### config.mk
export PLATFORM = sky130hd
export DESIGN_NAME = rd_resp_router
export DESIGN_NICKNAME = d
export VERILOG_FILES = /design/src/rtl/rrt_pkg.sv /design/src/rtl/rr_pick.sv /design/src/rtl/r_port_arb.sv /design/src/rtl/r_beat_mux.sv /design/src/rtl/rd_resp_router.sv
export SDC_FILE = /design/constraint.sdc
export NUM_CORES = 1
export LEC_CHECK = 0
export CORE_MARGIN = 10
export CORE_UTILIZATION = 30
export CTS_BUF_LIST = sky130_fd_sc_hd__clkbuf_4
export CTS_CLUSTER_SIZE = 8
export DETAILED_ROUTE_END_ITERATION = 7
export DONT_BUFFER_PORTS = 1
export PLACE_DENSITY = 0.54
export SLEW_MARGIN = 15
export SYNTH_ARGS = -nofsm -noshare
export SYNTH_HDL_FRONTEND = slang
export SYNTH_SLANG_ARGS = --single-unit
### constraint.sdc
create_clock -name clk_i -period 3.75 [get_ports clk_i]
set_clock_uncertainty 0.2 [all_clocks]
set_input_delay 0.1875 -clock clk_i [delete_from_list [all_inputs] [get_ports clk_i]]
set_output_delay 0.1875 -clock clk_i [all_outputs]
set_load 0.03 [all_outputs]
### src/rtl/rrt_pkg.sv
package rrt_pkg;
  localparam int RESP_W = 2;

  function automatic int idx_width(input int n);
    return (n > 1) ? $clog2(n) : 1;
  endfunction
endpackage

### src/rtl/rr_pick.sv
module rr_pick #(
  parameter int N = 3,
  localparam int PW = rrt_pkg::idx_width(N)
) (
  input  logic [N-1:0]  req_i,
  input  logic [PW-1:0] ptr_i,
  output logic [N-1:0]  gnt_o
);
  always_comb begin
    logic found;
    found = 1'b0;
    gnt_o = '0;
    for (int i = 0; i < N; i++) begin
      int idx;
      idx = int'(ptr_i) + i;
      if (idx >= N) idx = idx - N;
      if (!found && req_i[idx]) begin
        gnt_o[idx] = 1'b1;
        found = 1'b1;
      end
    end
  end
endmodule

### src/rtl/r_port_arb.sv
module r_port_arb #(
  parameter int N_SLV = 3,
  localparam int PW = rrt_pkg::idx_width(N_SLV)
) (
  input  logic             clk_i,
  input  logic             rst_ni,
  input  logic [N_SLV-1:0] req_i,
  input  logic             beat_done_i,
  input  logic             last_i,
  output logic [N_SLV-1:0] gnt_o
);
  logic             locked_q;
  logic [N_SLV-1:0] lock_gnt_q;
  logic [PW-1:0]    ptr_q;
  logic [N_SLV-1:0] pick_gnt;
  logic [PW-1:0]    gnt_idx;
  logic             burst_end;

  rr_pick #(.N(N_SLV)) i_pick (
    .req_i (req_i),
    .ptr_i (ptr_q),
    .gnt_o (pick_gnt)
  );

  assign gnt_o     = locked_q ? lock_gnt_q : pick_gnt;
  assign burst_end = beat_done_i & last_i;

  always_comb begin
    gnt_idx = '0;
    for (int i = 0; i < N_SLV; i++)
      if (gnt_o[i]) gnt_idx = PW'(i);
  end

  always_ff @(posedge clk_i or negedge rst_ni) begin
    if (!rst_ni) begin
      locked_q   <= 1'b0;
      lock_gnt_q <= '0;
      ptr_q      <= '0;
    end else if (burst_end) begin
      locked_q <= 1'b0;
      ptr_q    <= (gnt_idx == PW'(N_SLV - 1)) ? '0 : gnt_idx + 1'b1;
    end else if (!locked_q && |pick_gnt) begin
      // hold the choice from the first presented beat on
      locked_q   <= 1'b1;
      lock_gnt_q <= pick_gnt;
    end
  end
endmodule

### src/rtl/r_beat_mux.sv
module r_beat_mux #(
  parameter int N_SLV  = 3,
  parameter int ID_W   = 4,
  parameter int DATA_W = 32,
  localparam int RW    = rrt_pkg::RESP_W
) (
  input  logic [N_SLV-1:0]        sel_i,
  input  logic [N_SLV-1:0]        req_i,
  input  logic [N_SLV*ID_W-1:0]   id_i,
  input  logic [N_SLV*DATA_W-1:0] data_i,
  input  logic [N_SLV*RW-1:0]     resp_i,
  input  logic [N_SLV-1:0]        last_i,
  output logic                    valid_o,
  output logic [ID_W-1:0]         id_o,
  output logic [DATA_W-1:0]       data_o,
  output logic [RW-1:0]           resp_o,
  output logic                    last_o
);
  always_comb begin
    valid_o = 1'b0;
    id_o    = '0;
    data_o  = '0;
    resp_o  = '0;
    last_o  = 1'b0;
    for (int s = 0; s < N_SLV; s++) begin
      if (sel_i[s]) begin
        valid_o = valid_o | req_i[s];
        id_o    = id_o   | id_i[s*ID_W +: ID_W];
        data_o  = data_o | data_i[s*DATA_W +: DATA_W];
        resp_o  = resp_o | resp_i[s*RW +: RW];
        last_o  = last_o | last_i[s];
      end
    end
  end
endmodule

### src/rtl/rd_resp_router.sv
module rd_resp_router #(
  parameter int N_MST  = 3,
  parameter int N_SLV  = 3,
  parameter int ID_W   = 4,
  parameter int DATA_W = 32,
  localparam int IDX_W = rrt_pkg::idx_width(N_MST),
  localparam int SID_W = ID_W + IDX_W,
  localparam int RW    = rrt_pkg::RESP_W
) (
  input  logic                    clk_i,
  input  logic                    rst_ni,
  input  logic [N_MST*ID_W-1:0]   ar_id_i,
  output logic [N_MST*SID_W-1:0]  ar_wide_id_o,
  input  logic [N_SLV-1:0]        s_r_valid_i,
  output logic [N_SLV-1:0]        s_r_ready_o,
  input  logic [N_SLV*SID_W-1:0]  s_r_id_i,
  input  logic [N_SLV*DATA_W-1:0] s_r_data_i,
  input  logic [N_SLV*RW-1:0]     s_r_resp_i,
  input  logic [N_SLV-1:0]        s_r_last_i,
  output logic [N_MST-1:0]        m_r_valid_o,
  input  logic [N_MST-1:0]        m_r_ready_i,
  output logic [N_MST*ID_W-1:0]   m_r_id_o,
  output logic [N_MST*DATA_W-1:0] m_r_data_o,
  output logic [N_MST*RW-1:0]     m_r_resp_o,
  output logic [N_MST-1:0]        m_r_last_o
);
  logic [N_SLV*ID_W-1:0]         s_id_low;
  logic [N_SLV-1:0][IDX_W-1:0]   s_tgt;
  logic [N_MST-1:0][N_SLV-1:0]   req;
  logic [N_MST-1:0][N_SLV-1:0]   gnt;

  for (genvar m = 0; m < N_MST; m++) begin : g_ar
    assign ar_wide_id_o[m*SID_W +: SID_W] = {IDX_W'(m), ar_id_i[m*ID_W +: ID_W]};
  end

  for (genvar s = 0; s < N_SLV; s++) begin : g_split
    assign s_id_low[s*ID_W +: ID_W] = s_r_id_i[s*SID_W +: ID_W];
    assign s_tgt[s]                 = s_r_id_i[s*SID_W + ID_W +: IDX_W];
  end

  for (genvar m = 0; m < N_MST; m++) begin : g_mst
    for (genvar s = 0; s < N_SLV; s++) begin : g_req
      assign req[m][s] = s_r_valid_i[s] & (s_tgt[s] == IDX_W'(m));
    end

    r_port_arb #(.N_SLV(N_SLV)) i_arb (
      .clk_i       (clk_i),
      .rst_ni      (rst_ni),
      .req_i       (req[m]),
      .beat_done_i (m_r_valid_o[m] & m_r_ready_i[m]),
      .last_i      (m_r_last_o[m]),
      .gnt_o       (gnt[m])
    );

    r_beat_mux #(.N_SLV(N_SLV), .ID_W(ID_W), .DATA_W(DATA_W)) i_mux (
      .sel_i   (gnt[m]),
      .req_i   (req[m]),
      .id_i    (s_id_low),
      .data_i  (s_r_data_i),
      .resp_i  (s_r_resp_i),
      .last_i  (s_r_last_i),
      .valid_o (m_r_valid_o[m]),
      .id_o    (m_r_id_o[m*ID_W +: ID_W]),
      .data_o  (m_r_data_o[m*DATA_W +: DATA_W]),
      .resp_o  (m_r_resp_o[m*RW +: RW]),
      .last_o  (m_r_last_o[m])
    );
  end

  // a slave only ever targets one master, so an OR over masters suffices
  always_comb begin
    s_r_ready_o = '0;
    for (int m = 0; m < N_MST; m++)
      s_r_ready_o = s_r_ready_o | (gnt[m] & {N_SLV{m_r_ready_i[m]}});
  end
endmodule

==> Word level (Yosys, flattened, before mapping) <==
Cells that the tools add are included.
{ "classes": {"n_mux": 132, "n_lt_le_gt_ge": 27, "shift": 0, "add_sub_neg": 18, "n_bitwise": 59, "n_mul": 0, "reduce_logical": 39, "div": 0, "eq_ne": 9} }
{ "op_table": {"columns": ["op", "count"], "rows": [
  ["2-to-1 mux 32 bit", 18],
  [">= comparator 32 x 1 -> 1 bit, second input constant", 9],
  ["less-than comparator 32 x 4 -> 1 bit, second input constant", 9],
  ["bitwise OR 32 bit", 6],
  ["2-to-1 mux 1 bit", 60],
  ["2-to-1 mux 3 bit", 12],
  ["2-to-1 mux 4 bit", 9],
  ["2-to-1 mux 2 bit", 15],
  ["bitwise OR 3 bit", 8],
  ["bitwise OR 4 bit", 6],
  ["subtractor 3 x 2 -> 4 bit, second input constant", 6],
  ["binary-select mux 1 bit (select 2 bit)", 9],
  ["demux 1 bit (select 2 bit)", 9],
  [">= comparator 3 x 2 -> 1 bit, second input constant", 6],
  ["logical AND 1 bit", 18],
  ["AND 1 bit", 15],
  ["equality test 2 bit, second input constant", 6],
  ["bitwise OR 1 bit", 12],
  ["bitwise OR 2 bit", 6],
  ["adder 2 x 1 -> 3 bit, second input constant", 3],
  ["adder 2 x 2 -> 3 bit, second input constant", 3],
  ["AND 3 bit", 3],
  ["zero test 1 bit", 9],
  ["OR reduction 3 bit", 3],
  ["8 further kinds", 24]
]} }
{ "totals": {"in_bits": 143, "elab_cells": 293, "out_inout_bits": 141, "mem_bits_ro": 0, "mem_bits_rw": 0, "memories": 0, "register_bits": 18, "latch_bits": 0} }

==> Logic depth before layout (Yosys ltp) <==
Gate-level depths: netlist (run 1).
{ "depth": {"ltp_word": 22, "ltp_mapped": 13, "mapped_depth_nobuf": 10} }

==> Modules after synthesis <==
Synthesis (run 1) repeated with hierarchy kept, for this count alone.
{ "unflattened": {"cells_unflattened": 493, "hier_area_um2": 3771.1} }
{ "by_module_without_submodules": {"columns": ["module", "cells_each", "n_inst", "seq_area_each_um2", "area_each_um2"], "rows": [
  ["r_beat_mux", 92, 3, 0.0, 608.1],
  ["r_port_arb", 24, 3, 150.1, 291.5],
  ["rr_pick", 35, 3, 0.0, 265.3],
  ["rd_resp_router", 40, 1, 0.0, 276.5]
]} }

==> Worst setup path before layout (run 1) <==
Ideal clock, no wire load.
{ "synth_path": {"path_kind": "register -> output", "start": "register g_mst[0].i_arb.ptr_q[0]", "end": "output port m_r_data_o[13]", "n_path_buf": 2, "t_required_ps": 3362, "t_arrival_ps": 2701, "path_slack_ps": 661, "stages_incl_launch_ff": 13, "path_cell_list": "dfrtp_1 -> inv_1 -> ha_1 -> nor4b_1 -> o32ai_1 -> a32o_1 -> a221o_1 -> nor2_1 -> nor2_1 -> buf_2 -> buf_2 -> a222oi_1 -> inv_1"} }
{ "synth_via": {"elab_chain_cells": 18, "elab_cells_between_ends": 52, "cone_classes": "add/sub (5); order compare (9); mux (27); bitwise (4); reduce/logical (7)"} }
{ "synth_rtl": {"columns": ["item", "line_no", "rtl"], "rows": [
  ["start: declaration", "r_port_arb.sv:14", "logic [PW-1:0] ptr_q;"],
  ["start signal: assignment", "r_port_arb.sv:41", "ptr_q <= (gnt_idx == PW'(N_SLV - 1)) ? '0 : gnt_idx + 1'b1;"],
  ["branches (longest 11 deep; another with >= comparator 32 x 1 -> 1 bit)", null, null],
  ["2-to-1 mux 3 bit *", "rr_pick.sv:17", "if (!found && req_i[idx]) begin"],
  ["2-to-1 mux 3 bit *", "r_port_arb.sv:25", "assign gnt_o = locked_q ? lock_gnt_q : pick_gnt;"],
  ["2-to-1 mux 32 bit", "r_beat_mux.sv:26", "if (sel_i[s]) begin"],
  ["bitwise OR 32 bit", "r_beat_mux.sv:29", "data_o = data_o | data_i[s*DATA_W +: DATA_W];"],
  ["2-to-1 mux 32 bit", "r_beat_mux.sv:26", null],
  ["bitwise OR 32 bit", "r_beat_mux.sv:29", null],
  ["2-to-1 mux 32 bit *", "r_beat_mux.sv:26", null],
  ["end: declaration", "rd_resp_router.sv:23", "output logic [N_MST*DATA_W-1:0] m_r_data_o,"]
]} }
Every way passes the cells marked *. The select of a mux whose other input is x is not followed.

==> Worst setup path after layout (run 1) <==
{ "layout_path": {"start": "register g_mst[1].i_arb.ptr_q[1]", "end": "output port s_r_ready_o[0]"} }
{ "layout_via": {"elab_chain_cells": 16, "elab_cells_between_ends": 50, "cone_classes": "add/sub (5); order compare (9); mux (24); bitwise (5); reduce/logical (7)"} }
{ "layout_rtl": {"columns": ["item", "line_no", "rtl"], "rows": [
  ["start: declaration", "r_port_arb.sv:14", null],
  ["start signal: assignment", "r_port_arb.sv:41", null],
  ["branches (longest 11 deep; another with >= comparator 32 x 1 -> 1 bit)", null, null],
  ["2-to-1 mux 3 bit *", "rr_pick.sv:17", null],
  ["2-to-1 mux 3 bit *", "r_port_arb.sv:25", null],
  ["AND 3 bit *", "rd_resp_router.sv:74", "s_r_ready_o = s_r_ready_o | (gnt[m] & {N_SLV{m_r_ready_i[m]}});"],
  ["bitwise OR 3 bit * (2 in series)", "rd_resp_router.sv:74", null],
  ["end: declaration", "rd_resp_router.sv:15", "output logic [N_SLV-1:0] s_r_ready_o,"]
]} }
Marks and branches as above.

==> results of run 1 <==
==> sequential cells by signal, indices dropped and copies added, names as in the netlist <==
name,count
g_mst.i_arb.ptr_q,6
g_mst.i_arb.locked_q,3
g_mst.i_arb.lock_gnt_q,9
==> worst min path at each step <==
| stage | startpoint | end | slack (ns) | cells past startpoint |
|---|---|---|---|---|
| 6_report | m_r_ready_i[2] | g_mst[2].i_arb.locked_q$_DFFE_PN0P_ | 0.01 | 2 |
| 3_3_place_gp | rst_ni | g_mst[2].i_arb.lock_gnt_q[0]$_DFFE_PN0P_ | -0.31 | 0 |
| 4_1_cts | m_r_ready_i[2] | g_mst[2].i_arb.locked_q$_DFFE_PN0P_ | 0.005 | 2 |
| 3_5_place_dp | rst_ni | g_mst[2].i_arb.lock_gnt_q[0]$_DFFE_PN0P_ | -0.31 | 0 |
| 2_1_floorplan | rst_ni | g_mst[0].i_arb.lock_gnt_q[0]$_DFFE_PN0P_ | -0.31 | 0 |
| 5_1_grt | m_r_ready_i[2] | g_mst[2].i_arb.locked_q$_DFFE_PN0P_ | 0.01 | 2 |
==> per-layer routing <==
metal | track usage | wire length [µm] | vias to the layer above
li1 | - | - | 2194
met1 | 0.2000 | 7350 | 2476
met2 | 0.3185 | 10040 | 456
met3 | 0.05822 | 2271 | 63
met4 | 0.07853 | 945 | 0
met5 | 0 | 0 | -
==> critical path, delay by kind of cell, from the launching register on <==
kind / cells / cell delay, ns
buffers and inverters: 3 / 0.49
muxes: 1 / 0.32
adders and majority gates: 1 / 0.31
AOI/OAI and AO/OA: 4 / 1.04
and+or+nand+nor: 1 / 0.31
DFF: 1 / 0.41
==> cells in the final DEF (no fill, tap or decap), types with 9 or more instances in the layout <==
cell type,instances
a21oi_1,10
a222oi_1,117
buf_4,15
dfrtp_1,18
ha_1,9
inv_1,127
inv_2,10
nand2_1,21
nand2b_1,12
nor2_1,22
o21ai_0,13
o31ai_1,10
==> power by group through the flow <==
stage,combinational [µW],sequential [µW],clock (µW)
floorplan,3090,285,0
global placement,3590,306,0
detailed placement,3640,308,0
CTS,3800,306,108
global route,4220,318,118
finish,3990,306,103
==> kinds of logic after synthesis <==
| kind of cell | share of synthesized area |
|---|---|
| buf+inv | 0.2115 |
| fa+ha+maj | 0.03549 |
| simple gates | 0.1857 |
| other cells | 0.001775 |
| compound gates | 0.4392 |
| mux | 0.01982 |
| flops | 0.1065 |
==> what timing repair did <==
action | in CTS | in global routing
endpoints found under the setup margin | 88 | 97
pin swaps | 2 | 9
hold endpoints to repair | 21 | 0
buffers inserted | 2 | 5
gates resized for setup | 7 | 28
gates cloned | 2 | 1
hold buffers | 3 | 0
==> through the flow <==
stage / utilization / instances / hold WS (ns) / total power, µW
2_1_floorplan: - / 587 / -0.3081 / 3377
3_3_place_gp: 0.3091 / 709 / -0.3070 / 3895
3_5_place_dp: 0.3091 / 709 / -0.3070 / 3945
4_1_cts: 0.3197 / 720 / 0.005186 / 4217
5_1_grt: 0.3309 / 727 / 0.01021 / 4659
6_report: 0.3309 / 727 / 0.01152 / 4401
==> area by class of cell <==
| cell class | instances | area share |
|---|---|---|
| multi-input cells | 361 | 0.6760 |
| inverters | 138 | 0.1132 |
| flip-flops and latches | 18 | 0.09844 |
| repair buffers | 25 | 0.05688 |
| well taps | 180 | 0.04922 |
| clock buffers | 3 | 0.004922 |
| clock inverters | 1 | 0.0008203 |
| diodes | 1 | 0.0005469 |
==> results.md, run 1 <==
* Die extent in x at 138.7 µm
* Number of I/O port buffers at 0
* Critical Path Start: g_mst[1].i_arb.ptr_q[1]$_DFFE_PN0P_
* R2R depth at 10
* Worst slew margin at 0.4028
* Cell Pwr Density at 961.8 mW/mm²
* Via count at 5189
* Max incr delay on CP at 0.46 ns
* CTS tree: built
* DRC viols at 63
* DRT antenna net count at 0
* CTS Buffer Depth at 2
* Synth area leaders: a222oi_1 28%, inv_1 12%, dfrtp_1 11%, buf_4 4.3%, ha_1 3.5%
* Cell-internal power at 1312 µW
* I/O pins at 284
* Routability congestion estimate at 0.9552
* R2R Path Start: g_mst[1].i_arb.ptr_q[0]$_DFFE_PN0P_
* Total wire length at 20610 µm
* Routed WL per cell at 28.35 µm
* Yosys top cell by area: a222oi_1
* Switch share at 0.7018
* Multi-input gate area at 0.003093 mm²
* Fraction of registers with async set/reset at 1.000
* Slew Viols, Final at 0
* Via density at 7.138
* Number of global-route vias before repair at 4839
* RSZ-0062 raised after global routing: no
* Peak VDD IR at 0.4538 mV
* Hold Path Class: primary input to flop
* First DRT Iteration DRCs at 1281
* Clock Power Share at 0.023
* Cell area after synthesis at 0.004230 mm²
* Worst path arrival time at 3.24 ns
* Slowest-stage cell, CP: a222oi_1
* Reg2Reg Setup Slack at 0.36 ns
* Commonest cells in the netlist: 137 x inv_1, 117 x a222oi_1, 38 x clkbuf_1, 24 x buf_4, 24 x nor2_1
* Synth top area share at 0.2768
* Register area share after synthesis at 0.1065
* Starting Density at 0.3059
* CP Capture Point: s_r_ready_o[0]
* Setup slack at placement at 0.09206 ns
* Design Area, Final at 0.004576 mm²
* Number of clock sinks at 18
* Layout cells sized above 1 at 0.1392
* Most frequent cell after synthesis: inv_1
* Core Area at 0.01383 mm²
* TritonRoute pass-1 iters at 8
* H-tree depth at 1
* Worst setup SP type: flop
* Root buffer cell: clkbuf_4
* Nets at 702
* Synth Flop Type: dfrtp_1
* Synth warn at 0
* Num CTS Buffers at 3
* DP Area at 0.004274 mm²
* Clock latency on the worst-skew pair at 0.30 ns
* Max-Cap Viols at 0
* Comb pwr share at 0.907
* Post-synth EDFFs at 0
* Final hold violations at 0
* Part of the cycle the worst path needs at 0.9675
* Flops & latches, synth at 18
* Total track usage at 0.1831
* Area delta synth->final at 8.163%
* Crit-path cells: inv_1 > ha_2 > and4bb_2 > a21oi_1 > o221a_2 > o311ai_2 > mux2_4 > buf_6 > a222oi_1 > inv_2
* DP HPWL at 15120 µm
* NetSw at 3089 µW
* Failing checks: DRC
* Crit Path Class: flop to output pin
* Fmax achieved at 0.2756 GHz
* Reg2reg end: g_mst[1].i_arb.ptr_q[0]$_DFFE_PN0P_
* Setup violations, final at 0
* Clock transition at path regs at 0.11 ns
* Final Critical Period at 3.628 ns
* Global-route wire length before repair at 29440 µm
* Die Ht at 138.7 µm
* Cell count after synthesis at 583
* Largest net degree at the start of global routing at 42
* Die area at 0.01925 mm²
* Final TNS setup at 0 ns
* Final WS setup at 0.1220 ns
* Actual slew at the worst max-slew pin at 0.8928 ns
* Maximum fanout along the worst path at 39
* Unique masters post-synth at 76
* Fillers at 1430
* Syn_area_per_cell at 7.256 µm²
* Row count at 43
* Critical path endpoint category: output pin
* Status: finished with violations
* Total gr overflow at 0
* Seq pwr share at 0.070
* Initial antenna violation count at 1
* Data required time of the worst path at 3.36 ns
* Static leakage at 0.002265 µW
* Register area at 450.4 µm²
Note: power is estimated with default switching activity, not from simulation.
==> run 2: changes to the inputs <==
--- a/config.mk
+++ b/config.mk
@@ -5,6 +5,7 @@
 export SDC_FILE = /design/constraint.sdc
 export NUM_CORES = 1
 export LEC_CHECK = 0
+export ABC_AREA = 1
 export CORE_MARGIN = 10
 export CORE_UTILIZATION = 30
 export CTS_BUF_LIST = sky130_fd_sc_hd__clkbuf_4
==> run 2 against run 1 <==
Net effect:
- the flow now finishes without violations
- global-route usage down 0.96 points
- sequential share of layout area shrank 1.2 points
- cell count up 31%
- non-clock buffer count increased by 98
- final area rose by 14%
- area after synthesis rose by 3.6%
- count of clock-buffer cells in the layout unchanged
- utilization is 2.9 points higher
- largest cell class unchanged
- highest routed layer unchanged
==> results.md, run 2 <==
* Status: finished, final reports clean (was finished with violations)
* Met3 Track Usage GR at 0.06046 (was 0.05822)
* Critical Path Start: g_mst[2].i_arb.ptr_q[0]$_DFFE_PN0P_ (was g_mst[1].i_arb.ptr_q[1]$_DFFE_PN0P_)
* DP HPWL at 15250 µm (was 15120 µm)
* N_diodes at 0 (was 1)
* Setup violations, final at 0 (unchanged)
* DRT antenna net count at 0 (unchanged)
* CTS Buffer Depth at 2 (unchanged)
* Worst setup SP type: flop (unchanged)
* Commonest non-fill, non-tap cell in the layout: nand2_1 (was inv_1)
* Reg2Reg Setup Slack at 0.98 ns (was 0.36 ns)
* Reg2reg end: g_mst[2].i_arb.ptr_q[1]$_DFFE_PN0P_ (was g_mst[1].i_arb.ptr_q[0]$_DFFE_PN0P_)
* Largest register FFs at 9 (unchanged)
* First DRT Iteration DRCs at 409 (was 1281)
* Part of the cycle the worst path needs at 0.9113 (was 0.9675)
* Root buffer cell: clkbuf_4 (unchanged)
* Commonest cells in the netlist: 201 x nand2_1, 120 x inv_1, 105 x o221ai_1, 61 x nand3_1, 29 x buf_4 (was 137 x inv_1, 117 x a222oi_1, 38 x clkbuf_1, 24 x buf_4, 24 x nor2_1)
* TritonRoute pass-1 iters at 5 (was 8)
* Post-synth EDFFs at 0 (unchanged)
* Die area at 0.01984 mm² (was 0.01925 mm²)
* Num CTS Buffers at 3 (unchanged)
* Hold Path Class: primary input to output pin (was primary input to flop)
* R2R Path Start: g_mst[2].i_arb.ptr_q[0]$_DFFE_PN0P_ (was g_mst[1].i_arb.ptr_q[0]$_DFFE_PN0P_)
* Clock transition at path regs at 0.11 ns (about the same)
* Synth Flop Type: dfrtp_1 (unchanged)
* Post-CTS Hold Fix Bufs at 4 (was 3)
* Register area share after synthesis at 0.1028 (was 0.1065)
* Largest net degree at the start of global routing at 42 (unchanged)
* Most frequent cells in the layout: 200 x nand2_1, 120 x inv_1, 116 x buf_4, 105 x o221ai_1, 61 x nand3_1 (was 127 x inv_1, 117 x a222oi_1, 22 x nor2_1, 21 x nand2_1, 18 x dfrtp_1)
* Final hold violations at 0 (unchanged)
* RSZ-0062 raised after global routing: no (unchanged)
* Crit Path Class: flop to output pin (unchanged)
* Layout cells sized above 1 at 0.2484 (was 0.1392)
* H-tree depth at 1 (unchanged)
* Unique masters post-synth at 28 (was 76)
* Core occupancy in the finished layout at 0.3602 (was 0.3309)
* Global-route wire length before repair at 28770 µm (was 29440 µm)
* Routed WL per cell at 19.90 µm (was 28.35 µm)
* Largest register by flop count: g_mst.i_arb.lock_gnt_q (unchanged)
* Data required time of the worst path at 3.36 ns (about the same)
* Critical path endpoint category: output pin (unchanged)
* Maximum fanout along the worst path at 22 (was 39)
* Fillers at 1566 (was 1430)
* Fraction of registers with async set/reset at 1.000 (unchanged)
* Number of clock sinks at 18 (unchanged)
* R2R depth at 15 (was 10)
* Actual slew at the worst max-slew pin at 0.8746 ns (was 0.8928 ns)
* Row count at 44 (was 43)
* Most frequent cell after synthesis: nand2_1 (was inv_1)
* Worst path arrival time at 3.03 ns (was 3.24 ns)
* Final WS setup at 0.3325 ns (was 0.1220 ns)
* Initial antenna violation count at 0 (was 1)
* Number of I/O port buffers at 0 (unchanged)
* Slew Viols, Final at 0 (unchanged)
* Fmax achieved at 0.2926 GHz (was 0.2756 GHz)
* Setup slack at placement at 0.6503 ns (was 0.09206 ns)
* Nets at 925 (was 702)
* Synth warn at 0 (unchanged)
* Cell area after synthesis at 0.004383 mm² (was 0.004230 mm²)
* Core Area at 0.01442 mm² (was 0.01383 mm²)
* CTS tree: built (unchanged)
* Die extent in x at 140.9 µm (was 138.7 µm)
* Total wire length at 18970 µm (was 20610 µm)
* Total gr overflow at 0 (unchanged)
* DRC viols at 0 (was 63)
* # Post-CTS Setup Buffers at 0 (was 2)
* Flops & latches, synth at 18 (unchanged)
* Clock latency on the worst-skew pair at 0.30 ns (about the same)
* Post-CTS resize count at 0 (was 7)
* GRT Max-Usage Layer: met2 (unchanged)
* Total track usage at 0.1734 (was 0.1831)
* Synth area leaders: o221ai_1 21%, nand2_1 17%, dfrtp_1 10%, inv_1 10%, nand3_1 7.0% (was a222oi_1 28%, inv_1 12%, dfrtp_1 11%, buf_4 4.3%, ha_1 3.5%)
* Number of global-route vias before repair at 5086 (was 4839)
* I/O pins at 284 (unchanged)
* Worst slew margin at 0.4150 (was 0.4028)
* Largest regs: g_mst.i_arb.lock_gnt_q: 9 flops, g_mst.i_arb.ptr_q: 6 flops, g_mst.i_arb.locked_q: 3 flops (unchanged)
* Syn_area_per_cell at 6.261 µm² (was 7.256 µm²)
* Yosys top cell by area: o221ai_1 (was a222oi_1)
* Area delta synth->final at 18.53% (was 8.163%)
* Cell count after synthesis at 700 (was 583)
* Via density at 5.612 (was 7.138)
* Routability congestion estimate at 0.9232 (was 0.9552)
* M1 GR Usage at 0.2076 (was 0.2000)
* Final TNS setup at 0 ns (unchanged)
* Starting Density at 0.3039 (was 0.3059)
* Worst hold slack at 0.1750 ns (was 0.01152 ns)
* Via count at 5348 (was 5189)
* CP Capture Point: m_r_resp_o[4] (was s_r_ready_o[0])
* Final Critical Period at 3.417 ns (was 3.628 ns)
* Max-Cap Viols at 0 (unchanged)
* Die Ht at 140.9 µm (was 138.7 µm)
* Synth top area share at 0.2098 (was 0.2768)
* Grt met2 use at 0.2946 (was 0.3185)
## run 2: cell types whose count changed after synthesis, sizes merged, moves of 10 or more
| cell | delta |
|---|---|
| nand2 | +194 |
| a222oi | -117 |
| o221ai | +116 |
| nand3 | +81 |
| clkbuf | -38 |
| buf | +27 |
| nand4 | +14 |
| nor2 | -13 |
| nand2b | -12 |
| a21oi | -10 |
| inv | -10 |
## run 2: cells by family (layout without fill, tap and decap cells)
| kind of cell | Yosys count | count (layout) | synth area share |
|---|---|---|---|
| AO/OA/AOI/OAI | 136 | 136 | 0.2763 |
| other | 2 | 6 | 0.001713 |
| buffers and inverters | 189 | 254 | 0.2075 |
| AND/OR/NAND/NOR | 343 | 343 | 0.3774 |
| flip-flops | 18 | 18 | 0.1028 |
| adder cells (fa/ha/maj) | 12 | 12 | 0.03426 |
## run 2: worst min path at each step
stage | to | slack [ns] | startpoint | cells after the start
finish | ar_wide_id_o[0] | 0.18 | ar_id_i[0] | 0
global route | ar_wide_id_o[6] | 0.18 | ar_id_i[4] | 0
CTS | ar_wide_id_o[12] | 0.18 | ar_id_i[8] | 0
detailed placement | g_mst[1].i_arb.lock_gnt_q[0]$_DFFE_PN0P_ | -0.31 | rst_ni | 0
global placement | g_mst[1].i_arb.lock_gnt_q[0]$_DFFE_PN0P_ | -0.31 | rst_ni | 0
floorplan | g_mst[0].i_arb.lock_gnt_q[0]$_DFFE_PN0P_ | -0.31 | rst_ni | 0
## run 2: cell type report
type                            count  area (µm²)  area share
Timing Repair Buffer              123       970.9      0.1869
Sequential cell                    18       450.4     0.08671
Clock inverter                      1       3.754   0.0007225
Inverter                          127       476.7     0.09176
Tap cell                          184       230.2     0.04432
Multi-Input combinational cell    497        3040      0.5853
Clock buffer                        3       22.52    0.004335
## run 2: stage by stage
step | cells | cell area, µm²
detailed placement | 945 | 5129
CTS | 953 | 5195
floorplan | 704 | 4398
global placement | 945 | 5129
global route | 953 | 5195
finish | 953 | 5195
## run 2: critical path, cell delays in order, from the launching register on
cell and delay [ns]:
dfrtp_1 0.40, inv_1 0.08, ha_1 0.39, inv_2 0.11, nand4_1 0.12, nand2_1 0.08
nand2_1 0.05, nand2_1 0.12, nand3_1 0.08, nand2_1 0.08, inv_1 0.05, nand3_2 0.08
nand2_2 0.32, buf_4 0.35, o221ai_2 0.38
## run 2: routing by layer
| metal | up-vias | share of wire |
|---|---|---|
| met5 | - | 0 |
| met4 | 0 | 0.021 |
| met3 | 35 | 0.11 |
| met2 | 290 | 0.48 |
| met1 | 2467 | 0.39 |
| li1 | 2556 | - |
Power of run 2 is not shown: default switching activity piles up to over one toggle a cycle in this logic, so the estimate is an artifact.
